$ cat src/rtl/tgtrd_pkg.sv
package tgtrd_pkg;
    localparam int AD_W  = 32;
    localparam int CBE_W = 4;

    typedef enum logic [2:0] {
        ST_IDLE,   // waiting for an address phase
        ST_TURN,   // turnaround cycle, decode running
        ST_SLOW,   // extra decode cycle for slow DEVSEL#
        ST_DATA,   // claimed, data phases in progress
        ST_OFF,    // drive TRDY#/DEVSEL# high for one cycle
        ST_SKIP    // not ours, wait for bus idle
    } tgt_state_e;

    typedef struct packed {
        logic [AD_W-1:0]  addr;
        logic [CBE_W-1:0] cmd;
    } addr_phase_t;

    function automatic logic is_mem_read(input logic [CBE_W-1:0] cmd);
        return (cmd == 4'b0110) || (cmd == 4'b1100) || (cmd == 4'b1110);
    endfunction

    function automatic logic even_par(input logic [AD_W-1:0] ad, input logic [CBE_W-1:0] cbe);
        return ^{ad, cbe};
    endfunction
endpackage

$ cat src/rtl/tgtrd_decode.sv
module tgtrd_decode
    import tgtrd_pkg::*;
#(
    parameter int NUM_BAR  = 6,
    parameter int WIN_BITS = 24
) (
    input  logic               clk,
    input  logic               rst,
    input  logic               cap,
    input  logic               eval,
    input  logic               clr,
    input  logic [AD_W-1:0]    ad_in,
    input  logic [CBE_W-1:0]   cbe_in,
    output addr_phase_t        ap_q,
    output logic [NUM_BAR-1:0] hit_d,
    output logic [NUM_BAR-1:0] hit_q
);
    localparam int IDX_W = AD_W - WIN_BITS;

    logic rd_cmd;
    assign rd_cmd = is_mem_read(ap_q.cmd);

    for (genvar i = 0; i < NUM_BAR; i++) begin : g_win
        assign hit_d[i] = rd_cmd && (ap_q.addr[AD_W-1:WIN_BITS] == IDX_W'(i + 1));
    end

    always_ff @(posedge clk) begin
        if (rst) begin
            ap_q  <= '0;
            hit_q <= '0;
        end else begin
            if (cap) begin
                ap_q.addr <= ad_in;
                ap_q.cmd  <= cbe_in;
            end
            if (clr || cap)
                hit_q <= '0;
            else if (eval)
                hit_q <= hit_d;
        end
    end
endmodule

$ cat src/rtl/tgtrd_dpath.sv
module tgtrd_dpath
    import tgtrd_pkg::*;
(
    input  logic             clk,
    input  logic             rst,
    input  logic             active,
    input  logic             frame_n,
    input  logic             irdy_n,
    input  logic [CBE_W-1:0] cbe_in,
    input  logic             loc_rdy,
    input  logic [AD_W-1:0]  loc_data,
    input  logic             ad_oe,
    output logic [AD_W-1:0]  ad_q,
    output logic             trdy_act,
    output logic             xfer_q,
    output logic             done_last,
    output logic             par_q,
    output logic             par_en_q
);
    logic done;
    logic take;

    // A data phase completes when both ready lines are low at the edge.
    assign done      = active && trdy_act && !irdy_n;
    assign done_last = done && frame_n;
    // Load a word into an empty slot, or right behind a completed non-final phase.
    assign take      = active && loc_rdy && (!trdy_act || (done && !frame_n));

    always_ff @(posedge clk) begin
        if (rst) begin
            ad_q     <= '0;
            trdy_act <= 1'b0;
            xfer_q   <= 1'b0;
            par_q    <= 1'b0;
            par_en_q <= 1'b0;
        end else begin
            xfer_q <= take;
            if (take) begin
                ad_q     <= loc_data;
                trdy_act <= 1'b1;
            end else if (done || !active) begin
                trdy_act <= 1'b0;
            end
            par_q    <= even_par(ad_q, cbe_in);
            par_en_q <= ad_oe;
        end
    end
endmodule

$ cat src/rtl/pci_tgt_rdburst.sv
module pci_tgt_rdburst
    import tgtrd_pkg::*;
#(
    parameter int NUM_BAR     = 6,
    parameter int WIN_BITS    = 24,
    parameter bit SLOW_DEVSEL = 1'b0
) (
    input  logic               clk,
    input  logic               rst,
    input  logic               frame_n,
    input  logic               irdy_n,
    input  logic [AD_W-1:0]    ad_in,
    input  logic [CBE_W-1:0]   cbe_in,
    output logic [AD_W-1:0]    ad_out,
    output logic               ad_oe,
    output logic               trdy_n,
    output logic               trdy_oe,
    output logic               devsel_n,
    output logic               devsel_oe,
    output logic               par_out,
    output logic               par_oe,
    output logic [AD_W-1:0]    loc_addr,
    output logic               loc_rd,
    output logic [NUM_BAR-1:0] loc_hit,
    input  logic               loc_rdy,
    input  logic [AD_W-1:0]    loc_data,
    output logic               loc_xfer
);
    tgt_state_e         state_q, state_d;
    addr_phase_t        ap;
    logic [NUM_BAR-1:0] hit_d;
    logic               cap, eval, clr, active, done_last, trdy_act;

    assign cap    = (state_q == ST_IDLE) && !frame_n;
    assign eval   = (state_q == ST_TURN);
    assign clr    = (state_q == ST_OFF);
    assign active = (state_q == ST_DATA);

    tgtrd_decode #(.NUM_BAR(NUM_BAR), .WIN_BITS(WIN_BITS)) u_decode (
        .clk    (clk),
        .rst    (rst),
        .cap    (cap),
        .eval   (eval),
        .clr    (clr),
        .ad_in  (ad_in),
        .cbe_in (cbe_in),
        .ap_q   (ap),
        .hit_d  (hit_d),
        .hit_q  (loc_hit)
    );

    tgtrd_dpath u_dpath (
        .clk       (clk),
        .rst       (rst),
        .active    (active),
        .frame_n   (frame_n),
        .irdy_n    (irdy_n),
        .cbe_in    (cbe_in),
        .loc_rdy   (loc_rdy),
        .loc_data  (loc_data),
        .ad_oe     (ad_oe),
        .ad_q      (ad_out),
        .trdy_act  (trdy_act),
        .xfer_q    (loc_xfer),
        .done_last (done_last),
        .par_q     (par_out),
        .par_en_q  (par_oe)
    );

    always_comb begin
        state_d = state_q;
        case (state_q)
            ST_IDLE: if (!frame_n) state_d = ST_TURN;
            ST_TURN: begin
                if (|hit_d) state_d = SLOW_DEVSEL ? ST_SLOW : ST_DATA;
                else        state_d = ST_SKIP;
            end
            ST_SLOW: state_d = ST_DATA;
            ST_DATA: if (done_last) state_d = ST_OFF;
            ST_OFF:  state_d = ST_IDLE;
            ST_SKIP: if (frame_n && irdy_n) state_d = ST_IDLE;
            default: state_d = ST_IDLE;
        endcase
    end

    always_ff @(posedge clk) begin
        if (rst) state_q <= ST_IDLE;
        else     state_q <= state_d;
    end

    assign loc_addr  = ap.addr;
    assign loc_rd    = !ap.cmd[0];
    assign ad_oe     = active;
    assign devsel_oe = active || (state_q == ST_OFF);
    assign devsel_n  = !active;
    assign trdy_oe   = devsel_oe;
    assign trdy_n    = !(active && trdy_act);
endmodule

$ cat config.mk
export PLATFORM = sky130hd
export DESIGN_NAME = pci_tgt_rdburst
export DESIGN_NICKNAME = d
export VERILOG_FILES = /design/src/rtl/tgtrd_pkg.sv /design/src/rtl/tgtrd_decode.sv /design/src/rtl/tgtrd_dpath.sv /design/src/rtl/pci_tgt_rdburst.sv
export SDC_FILE = /design/constraint.sdc
export NUM_CORES = 1
export LEC_CHECK = 0
export BUFFER_PORTS_ARGS = -buffer_cell sky130_fd_sc_hd__buf_2
export CAP_MARGIN = 10
export CORE_UTILIZATION = 47
export DETAILED_ROUTE_END_ITERATION = 10
export HOLD_SLACK_MARGIN = 0.03
export PLACE_DENSITY = 0.79
export REMOVE_ABC_BUFFERS = 1
export SLEW_MARGIN = 10
export SYNTH_ARGS = -nofsm -noshare
export SYNTH_HDL_FRONTEND = slang
export SYNTH_SLANG_ARGS = --single-unit
$ cat constraint.sdc
create_clock -name clk -period 1.76 [get_ports clk]
set_input_delay 0.352 -clock clk [delete_from_list [all_inputs] [get_ports clk]]
set_output_delay 0.352 -clock clk [all_outputs]
set_load 0.1 [all_outputs]
==> impl_metrics.sql <==
INSERT INTO impl_metrics (metric_group, metric, value, unit) VALUES
('power_and_ir_drop', 'p_total', '4.406', 'mW'),
('timing', 'clock_skew', '8.914', 'ps'),
('timing', 'timing.setup.tns', '0', 'ps'),
('floorplanning', 'die_w', '88.28', 'um'),
('power_and_ir_drop', 'power.sequential.fraction', '0.439', ''),
('grt', 'grt_pass1_wl', '13440', 'um'),
('placement', 'post-dp-hpwl', '6207', 'um'),
('worst_setup_path', 'regToRegEndpoint', 'u_dpath.par_q$_SDFF_PP0_', ''),
('logic_synthesis', 'yosysSeqAreaShare', '0.4635', ''),
('placement', 'cell_area_after_placement', '4315', 'um^2'),
('worst_setup_path', 'worst-path-buf-inv', '2', ''),
('grt', 'total_global_routing_overflow', '0', ''),
('worst_setup_path', 'worst-path-max-fanout', '3', ''),
('floorplanning', 'initial_utilization', '0.4849', ''),
('logic_synthesis', 'synth.distinct_cells', '32', ''),
('logic_synthesis', 'post_synth_inst_count', '441', ''),
('clock_network', 'clock_path_buffers', '2', ''),
('power_and_ir_drop', 'switching_power', '1.344', 'mW'),
('logic_synthesis', 'post_synth_most_frequent_cells', 'nand2_1, dfxtp_1, a21oi_1', ''),
('clock_network', 'cts.sink_count', '81', ''),
('clock_network', 'path_clk_slew', '90', 'ps'),
('logic_synthesis', 'synth_area_leaders', 'dfxtp_1, nand2_1, a21oi_1', ''),
('run', 'maxCapViolations', '0', ''),
('timing', 'min_period_over_period', '0.9761', ''),
('worst_setup_path', 'worst_reg2reg_path_startpoint', 'u_dpath.ad_q[17]$_SDFFE_PP0P_', ''),
('power_and_ir_drop', 'cellInternalPower', '3.062', 'mW'),
('grt', 'grt_pass1_vias', '3095', ''),
('detailed_routing', 'post_route_antenna_net_violation_count', '0', ''),
('worst_setup_path', 'crit_path_end_kind', 'output port', ''),
('logic_synthesis', 'synth_top_area_share', '0.4635', ''),
('power_and_ir_drop', 'power_frac_comb', '0.192', ''),
('worst_hold_path', 'hold_depth', '3', ''),
('timing', 'final_hold_viol_count', '0', ''),
('logic_synthesis', 'yosys.cell_count.top_type', 'nand2_1', ''),
('detailed_routing', 'wl', '8491', 'um'),
('floorplanning', 'io_pins', '152', ''),
('logic_synthesis', 'syn_area_per_cell', '7.933', 'um^2'),
('timing', 'timing.final.crit_period', '1718', 'ps'),
('grt', 'number_of_antenna_violations_at_the_first_check_in_global_routing', '0', ''),
('timing', 'grt_setup_unrepaired', 'yes', ''),
('worst_hold_path', 'worstHoldPathType', 'in -> reg', ''),
('timing', 'worst_slew_margin_rel', '0.6632', ''),
('logic_synthesis', 'post-synth-top-area-cell', 'dfxtp_1', ''),
('clock_network', 'cts_root_buffer', 'clkbuf_8', ''),
('cells_and_area', 'layout-drive-gt1-share', '0.3537', ''),
('cells_and_area', 'nFillCells', '653', ''),
('worst_hold_path', 'timing.hold.worst.start', 'ad_in[9]', ''),
('worst_setup_path', 'startpoint_type', 'register', ''),
('cells_and_area', 'nets_final', '642', ''),
('clock_network', 'latest_clock_arrival_within_the_worst_skew_pair', '340', 'ps'),
('worst_hold_path', 'worstHoldEndpoint', 'u_decode.ap_q[13]$_SDFFE_PP0P_', ''),
('power_and_ir_drop', 'leakage', '2.070', 'nW'),
('timing', 'worst_pin_slew', '508.7', 'ps'),
('timing', 'final_max_slew_viol_count', '0', ''),
('clock_network', 'htreeDepth', '3', ''),
('floorplanning', 'die_h', '88.28', 'um'),
('worst_setup_path', 'worst_path_max_delay_cell', 'dfxtp_2', ''),
('worst_setup_path', 'timing.setup.critical_path_class', 'reg -> out', ''),
('worst_setup_path', 'worst-r2r-setup-slack', '50', 'ps'),
('run_status', 'outcome', 'finished clean', ''),
('detailed_routing', 'avgRoutedWirePerCell', '12.62', 'um'),
('cells_and_area', 'synthToLayoutAreaGrowth', '32.22', '%'),
('clock_network', 'tritoncts', 'yes', ''),
('cells_and_area', 'antenna_cells_inserted', '0', ''),
('floorplanning', 'core-area', '7214', 'um^2'),
('floorplanning', 'floorplan.die_area', '7792', 'um^2'),
('grt', 'grt_max_degree', '38', ''),
('logic_synthesis', 'ys_ff_latch', '81', ''),
('logic_synthesis', 'netlist_area', '3498', 'um^2'),
('worst_setup_path', 'sequence_of_cells_on_the_critical_path', 'nor2b_2, and2_4, buf_4, nand2_4, buf_12', ''),
('grt', 'grt_util_overall', '0.2191', '');
[area by class of cell]
| cell class | count | area (um^2) | area share |
|---|---|---|---|
| clock inverters | 6 | 115.1 | 0.02488 |
| clock buffers | 10 | 127.6 | 0.02759 |
| well taps | 99 | 123.9 | 0.02678 |
| inverters | 5 | 18.77 | 0.004057 |
| flip-flops and latches | 81 | 1625 | 0.3514 |
| repair buffers | 173 | 1037 | 0.2242 |
| multi-input cells | 299 | 1578 | 0.3411 |
[flip-flops by register name, indices dropped and copies added, names as in the netlist]
| name | count |
|---|---|
| state_q | 3 |
| u_decode.ap_q | 36 |
| u_decode.hit_q | 6 |
| u_dpath.ad_q | 32 |
| u_dpath.par_en_q | 1 |
| u_dpath.par_q | 1 |
| u_dpath.trdy_act | 1 |
| u_dpath.xfer_q | 1 |
[cell families (layout without fill, tap and decap cells)]
family | after synthesis | after routing | share of synthesized area
buf+inv | 61 | 194 | 0.1030
mux | 1 | 1 | 0.004291
compound gates | 87 | 87 | 0.1334
xor+xnor | 32 | 32 | 0.08798
flops | 81 | 81 | 0.4635
simple gates | 179 | 179 | 0.2078
[metal layers]
| metal | GRT usage | routed length (um) |
|---|---|---|
| met1 | 0.2526 | 3456 |
| met2 | 0.3986 | 4576 |
| met3 | 0.03638 | 268 |
| met4 | 0.09531 | 189 |
| met5 | 0 | 0 |
[how the worst max path moves through the flow]
stage	startpoint	end	slack [ps]	depth (start not counted)
after floorplan	state_q[2]$_SDFFE_PP0P_	devsel_oe	-3260	2
after CTS	state_q[1]$_SDFFE_PP0P_	trdy_n	-4	5
after detailed placement	cbe_in[0]	u_dpath.par_q$_SDFF_PP0_	-100	6
final	state_q[1]$_SDFFE_PP0P_	trdy_n	40	5
after global routing	u_dpath.ad_q[17]$_SDFFE_PP0P_	u_dpath.par_q$_SDFF_PP0_	-40	5
after global placement	cbe_in[0]	u_dpath.par_q$_SDFF_PP0_	-90	6
[repair_timing]
item / 4_1_cts / 5_1_grt
hold endpoints to repair: 0 / 0
resized for setup: 9 / 7
buffers inserted: 0 / 1
hold buffers: 0 / 0
endpoints found under the setup margin: 5 / 7
pin swaps: 2 / 6
[cells in the final DEF, fill, tap and decap left out, types with 3 or more instances in the layout]
master / Yosys / final
nand2_1: 144 / 143
xnor2_1: 27 / 25
inv_1: 5 / 4
buf_4: 33 / 18
buf_2: 6 / 146
dfxtp_2: 0 / 3
dfxtp_1: 81 / 78
clkbuf_8: 0 / 9
a31oi_1: 3 / 3
bufinv_16: 0 / 3
nor2_1: 14 / 14
a21oi_1: 72 / 72
a32oi_1: 4 / 4
buf_12: 0 / 8
nor3_1: 6 / 6
[power groups by stage]
| stage | combinational (mW) | clock [mW] | sequential, mW |
|---|---|---|---|
| after global placement | 0.831 | 0 | 1.97 |
| after global routing | 0.893 | 1.74 | 1.94 |
| after detailed placement | 0.841 | 0 | 1.97 |
| final | 0.844 | 1.63 | 1.93 |
| after CTS | 0.840 | 1.66 | 1.93 |
| after floorplan | 0.203 | 0 | 2.35 |
[worst register-to-register path, cell delays in order (launching register included)]
cell     delay [ps]
dfxtp_2         340
xor2_2          180
xnor2_1         180
xnor2_1         160
xnor3_1         440
mux2_4          300
[stage by stage]
stage	instances	hold slack, ps	setup slack, ps	util
6_report	673	235.8	41.99	0.6412
3_3_place_gp	656	439.1	-91.96	0.5982
2_1_floorplan	385	421.1	-3263	-
5_1_grt	673	224.8	-40.11	0.6412
3_5_place_dp	656	443.0	-98.39	0.5982
4_1_cts	672	227.9	-3.779	0.6354
Power figures use the tool's default switching activity.
